## src/rtl/spdif_guard_pkg.sv

```systemverilog
package spdif_guard_pkg;
  typedef enum logic [1:0] {
    CONCEAL_ZERO = 2'd0,
    CONCEAL_HOLD = 2'd1,
    CONCEAL_PASS = 2'd2,
    CONCEAL_MUTE = 2'd3
  } conceal_e;
endpackage

```

## src/rtl/sfg_parity.sv

```systemverilog
module sfg_parity #(
  parameter int unsigned COV_W = 28
) (
  input  logic [COV_W-1:0] covered_i,
  output logic             bad_o
);
  // even parity: intact when XOR of covered bits is zero
  assign bad_o = ^covered_i;
endmodule

```

## src/rtl/sfg_hold_bank.sv

```systemverilog
module sfg_hold_bank #(
  parameter int unsigned N_CH  = 2,
  parameter int unsigned AUD_W = 24,
  localparam int unsigned CH_W = (N_CH > 1) ? $clog2(N_CH) : 1
) (
  input  logic             clk_i,
  input  logic             rst_ni,
  input  logic             wr_en_i,
  input  logic [CH_W-1:0]  wr_ch_i,
  input  logic [AUD_W-1:0] wr_data_i,
  input  logic [CH_W-1:0]  rd_ch_i,
  output logic [AUD_W-1:0] rd_data_o
);
  logic [AUD_W-1:0] hold_q [N_CH];

  for (genvar c = 0; c < N_CH; c++) begin : g_ch
    always_ff @(posedge clk_i or negedge rst_ni) begin
      if (!rst_ni) hold_q[c] <= '0;
      else if (wr_en_i && (wr_ch_i == CH_W'(c))) hold_q[c] <= wr_data_i;
    end
  end

  assign rd_data_o = hold_q[rd_ch_i];
endmodule

```

## src/rtl/sfg_err_cnt.sv

```systemverilog
module sfg_err_cnt #(
  parameter int unsigned CNT_W = 16
) (
  input  logic             clk_i,
  input  logic             rst_ni,
  input  logic             inc_i,
  input  logic             clr_i,
  output logic [CNT_W-1:0] cnt_o
);
  logic [CNT_W-1:0] cnt_q;

  always_ff @(posedge clk_i or negedge rst_ni) begin
    if (!rst_ni)                    cnt_q <= '0;
    else if (clr_i)                 cnt_q <= '0;  // clear beats increment
    else if (inc_i && (cnt_q != '1)) cnt_q <= cnt_q + 1'b1;
  end

  assign cnt_o = cnt_q;
endmodule

```

## src/rtl/spdif_parity_guard.sv

```systemverilog
module spdif_parity_guard
  import spdif_guard_pkg::*;
#(
  parameter int unsigned SF_W    = 32,
  parameter int unsigned AUD_LSB = 4,
  parameter int unsigned AUD_W   = 24,
  parameter int unsigned N_CH    = 2,
  parameter int unsigned CNT_W   = 16,
  localparam int unsigned CH_W   = (N_CH > 1) ? $clog2(N_CH) : 1,
  localparam int unsigned COV_W  = SF_W - AUD_LSB
) (
  input  logic             clk_i,
  input  logic             rst_ni,
  input  logic             sf_valid_i,
  input  logic [CH_W-1:0]  sf_chan_i,
  input  logic [SF_W-1:0]  sf_word_i,
  input  logic [1:0]       mode_i,
  input  logic             err_clr_i,
  output logic             smp_valid_o,
  output logic [CH_W-1:0]  smp_chan_o,
  output logic [AUD_W-1:0] smp_data_o,
  output logic             smp_err_o,
  output logic [CNT_W-1:0] err_cnt_o
);
  logic [AUD_W-1:0] aud;
  logic [AUD_W-1:0] held;
  logic [AUD_W-1:0] sel;
  logic             bad;
  logic             unused_sync;
  conceal_e         mode;

  assign aud         = sf_word_i[AUD_LSB +: AUD_W];
  assign unused_sync = ^sf_word_i[AUD_LSB-1:0];
  assign mode        = conceal_e'(mode_i);

  sfg_parity #(.COV_W(COV_W)) parity_i (
    .covered_i (sf_word_i[SF_W-1:AUD_LSB]),
    .bad_o     (bad)
  );

  sfg_hold_bank #(.N_CH(N_CH), .AUD_W(AUD_W)) hold_i (
    .clk_i     (clk_i),
    .rst_ni    (rst_ni),
    .wr_en_i   (sf_valid_i && !bad),
    .wr_ch_i   (sf_chan_i),
    .wr_data_i (aud),
    .rd_ch_i   (sf_chan_i),
    .rd_data_o (held)
  );

  sfg_err_cnt #(.CNT_W(CNT_W)) cnt_i (
    .clk_i  (clk_i),
    .rst_ni (rst_ni),
    .inc_i  (sf_valid_i && bad),
    .clr_i  (err_clr_i),
    .cnt_o  (err_cnt_o)
  );

  always_comb begin
    sel = aud;
    if (bad) begin
      unique case (mode)
        CONCEAL_HOLD: sel = held;
        CONCEAL_PASS: sel = aud;
        default:      sel = '0;
      endcase
    end
  end

  always_ff @(posedge clk_i or negedge rst_ni) begin
    if (!rst_ni) begin
      smp_valid_o <= 1'b0;
      smp_chan_o  <= '0;
      smp_data_o  <= '0;
      smp_err_o   <= 1'b0;
    end else begin
      smp_valid_o <= sf_valid_i;
      smp_err_o   <= sf_valid_i && bad;
      if (sf_valid_i) begin
        smp_chan_o <= sf_chan_i;
        smp_data_o <= sel;
      end
    end
  end
endmodule

```

## config.mk

```make
export PLATFORM = sky130hd
export DESIGN_NAME = spdif_parity_guard
export DESIGN_NICKNAME = d
export VERILOG_FILES = /design/src/rtl/spdif_guard_pkg.sv /design/src/rtl/sfg_parity.sv /design/src/rtl/sfg_hold_bank.sv /design/src/rtl/sfg_err_cnt.sv /design/src/rtl/spdif_parity_guard.sv
export SDC_FILE = /design/constraint.sdc
export NUM_CORES = 1
export LEC_CHECK = 0
export BUFFER_PORTS_ARGS = -buffer_cell sky130_fd_sc_hd__buf_2
export CAP_MARGIN = 20
export CORE_UTILIZATION = 60
export CTS_CLUSTER_DIAMETER = 120
export DETAILED_ROUTE_END_ITERATION = 10
export GPL_TIMING_DRIVEN = 0
export PLACE_DENSITY = 0.85
export SLEW_MARGIN = 10
export SYNTH_ARGS = -nofsm -noshare
export SYNTH_HDL_FRONTEND = slang
export SYNTH_SLANG_ARGS = --single-unit
```

## constraint.sdc

```tcl
create_clock -name clk_i -period 3.12 [get_ports clk_i]
set_input_delay 0.468 -clock clk_i [delete_from_list [all_inputs] [get_ports clk_i]]
set_output_delay 0.468 -clock clk_i [all_outputs]
set_load 0.1 [all_outputs]
```

==> flow_summary.yaml <==
yosys:
  yosys-mux-area-fraction: 0.198
  synth_commonest_cells: "91 x dfrtp_1, 33 x mux2_2, 32 x nor2_1, 28 x or3_1, 27 x o21ai_0"
  yosys.area.top_type: "dfrtp_1"
  yosys.area.top_type_share: 0.488
  ys_top_cells_by_area: "dfrtp_1 49%, mux2_2 8.0%, mux2_4 6.4%"
  synth_area_um2: 4660
  synth_ff_type: "dfrtp_1"
  synth_enable_flop_cells: 0
  ys_seq_area_frac: 0.488
  synth_compound_area_frac: 0.0875
  synthCells: 404
  synth_top_family_by_area: "multiplexers"
  synthArstFlopShare: 1.00
  synth.most_common_cell: "dfrtp_1"
  yosys.area_share.simple: 0.121
  synth_xor_area_frac: 0.0601
  synth_seq_cells: 91
  synth-adder-area-share: 0.00805
  syn_nets: 446
  synth_area_per_cell_um2: 11.5
  synth_cell_types: 37
  ys_warn_count: 0
clock_network:
  cts_sinks: 91
  clk_pin_slew_ps: 90
  post_cts_resized: 0
  numCtsBuffers: 9
  cts_hold_buffers: 0
  clock_latency_ps: 350
  cts_tree: "done"
  htree_levels: 3
  post_cts.repair.setup_buffers: 0
  clock_tree.root_cell: "clkbuf_8"
  max-clock-path-buffers: 2
sta:
  worst_pin_slew_ps: 885
  final.period_utilization: 0.830
  fin_worst_skew_ps: 6.99
  tns_ps: 0
  hold_viol: 0
  min_period_ps: 2590
  slew_headroom: 0.410
  rsz0062_at_grt: "no"
  slew_viol_final: 0
  clock.fmax_mhz: 386
  setup_slack_ps: 531
  setup_viol: 0
layout:
  drive_gt1_frac: 0.310
  area_growth_pct: 14.9
  utilization: 0.727
  layout.nets: 534
  multi_input_area_um2: 2210
  fillers: 529
  insertedDiodeCount: 0
  final_cells: 596
  ff_latch_area_um2: 2280
floorplan:
  start_util: 0.633
  dieArea_um2: 8130
  core_um2: 7370
  rows: 31
  io_pins: 82
  fp.dieH_um: 90.1
  fp.dieW_um: 90.1
detailed_routing:
  dr.pass1.iters: 4
  routedWlPerCell_um: 17.8
  drc: 0
  final_antenna_net_count: 0
  drtIter0Drc: 273
  detail_route.vias_per_cell: 6.09
  finalWirelength_mm: 10.6
  dr_total_vias: 3628
place:
  place_hpwl_mm: 7.46
  pre_cts_slack_ps: 153
  io_buffer_count: 76
  place_congestion: 0.883
  dpl.cell_count: 580
critical_path:
  path_cells: "buf_2, xnor2_1, xnor2_1, xnor3_1, xor3_2, clkbuf_1, clkbuf_1, o21ai_0, a21oi_1"
  start_kind: "input pin"
  crit_path_end_kind: "register"
  cp_top_family: "XOR/XNOR gates"
  max_stage_delay_ps: 470
  required_ps: 3400
  crit_path_top_delay_cell: "xnor3_1"
  critPathBufInv: 3
  cp_max_fo: 10
  critPathKind: "input pin to register"
  crit_arrival_ps: 2870
grt:
  grt_pass1_vias: 3590
  grt_max_degree: 64
  grt_pass1_wl_mm: 17.5
  grt_antenna_before_repair: 0
  grtUsageTotal: 0.276
  overflow: 0
min_path:
  min_path_type: "input pin to async pin"
power_and_ir_drop:
  leakagePower_nw: 2.43
  irDropWorstVdd_uv: 791
  power_density_nw_per_um2: 1100
  p_total_w: 0.00592
flow_run:
  drv_cap: 0
outcome:
  outcome: "complete, no violations"
[final timing paths]
check / startpoint / to / slack, ps / cells past startpoint
min in group clk_i: sf_valid_i / smp_valid_o$_DFF_PN0_ / 290 / 1
hold / removal: rst_ni / cnt_i.cnt_o[10]$_DFFE_PN0P_ / 30 / 1
setup / recovery: sf_word_i[26] / cnt_i.cnt_o[4]$_DFFE_PN0P_ / 530 / 9
setup reg to reg: cnt_i.cnt_o[0]$_DFFE_PN0P_ / cnt_i.cnt_o[12]$_DFFE_PN0P_ / 900 / 7
hold reg to reg: hold_i.hold_q[16]$_DFFE_PN0P_ / hold_i.hold_q[16]$_DFFE_PN0P_ / 510 / 1
max in group asynchronous: rst_ni / smp_data_o[8]$_DFFE_PN0P_ / 2470 / 2
[per-stage QoR]
| step | area, um2 | hold slack, ps |
|---|---|---|
| 4_1_cts | 5360 | 38.2 |
| 6_report | 5360 | 29.2 |
| 3_5_place_dp | 5200 | 419 |
| 3_3_place_gp | 5170 | 486 |
| 5_1_grt | 5360 | 49.1 |
| 2_1_floorplan | 4660 | 172 |
[flip-flops by register name, summed over array words and instances, names as in the netlist]
signal	cells
cnt_i.cnt_o	16
smp_err_o	1
hold_i.hold_q	48
smp_chan_o	1
smp_data_o	24
smp_valid_o	1
[power by group]
group / internal (W) / leakage [nW] / total, W / switching, W
registers: 0.00166 / 1.11 / 0.00194 / 0.000277
logic: 0.00104 / 1.24 / 0.00329 / 0.00225
clock network: 0.000289 / 0.0726 / 0.000692 / 0.000403
total: 0.00299 / 2.43 / 0.00592 / 0.00293
[per-layer routing]
layer / vias up / track usage / share of wire
met4: 0 / 0.118 / 0.014
met5: - / 0 / 0
li1: 1647 / - / -
met3: 15 / 0.0440 / 0.060
met2: 150 / 0.446 / 0.50
met1: 1816 / 0.370 / 0.43
[cell usage in the layout (no fill, tap or decap), types with 6 or more instances in the layout]
master / count
dfrtp_1: 91
buf_2: 78
mux2_2: 33
nor2_1: 32
or3_1: 28
o21ai_0: 27
clkbuf_1: 25
a31oi_1: 25
mux2i_1: 25
xnor2_1: 21
mux2_4: 20
a21oi_1: 9
clkbuf_8: 9
nand3_1: 8
nand4_1: 6
nor2b_1: 6
o31ai_1: 6
or4_1: 6
[final cells by class]
cell class                      instances  area share
Sequential cell                        91       0.425
Multi-Input combinational cell        281       0.413
Timing Repair Buffer                   77      0.0766
Buffer                                 29      0.0299
Clock buffer                           12      0.0252
Tap cell                               99      0.0231
Clock inverter                          4     0.00514
Inverter                                3     0.00210
[cells by family (layout without fill, tap and decap cells)]
group                      count (synthesis)  after routing
and+or+nand+nor                          104            104
DFF                                       91             91
muxes                                     78             78
AOI/OAI and AO/OA                         70             70
buffers and inverters                     32            125
xor gates and xnor gates                  26             26
adders and majority gates                  3              3
Power figures use the tool's default switching activity.
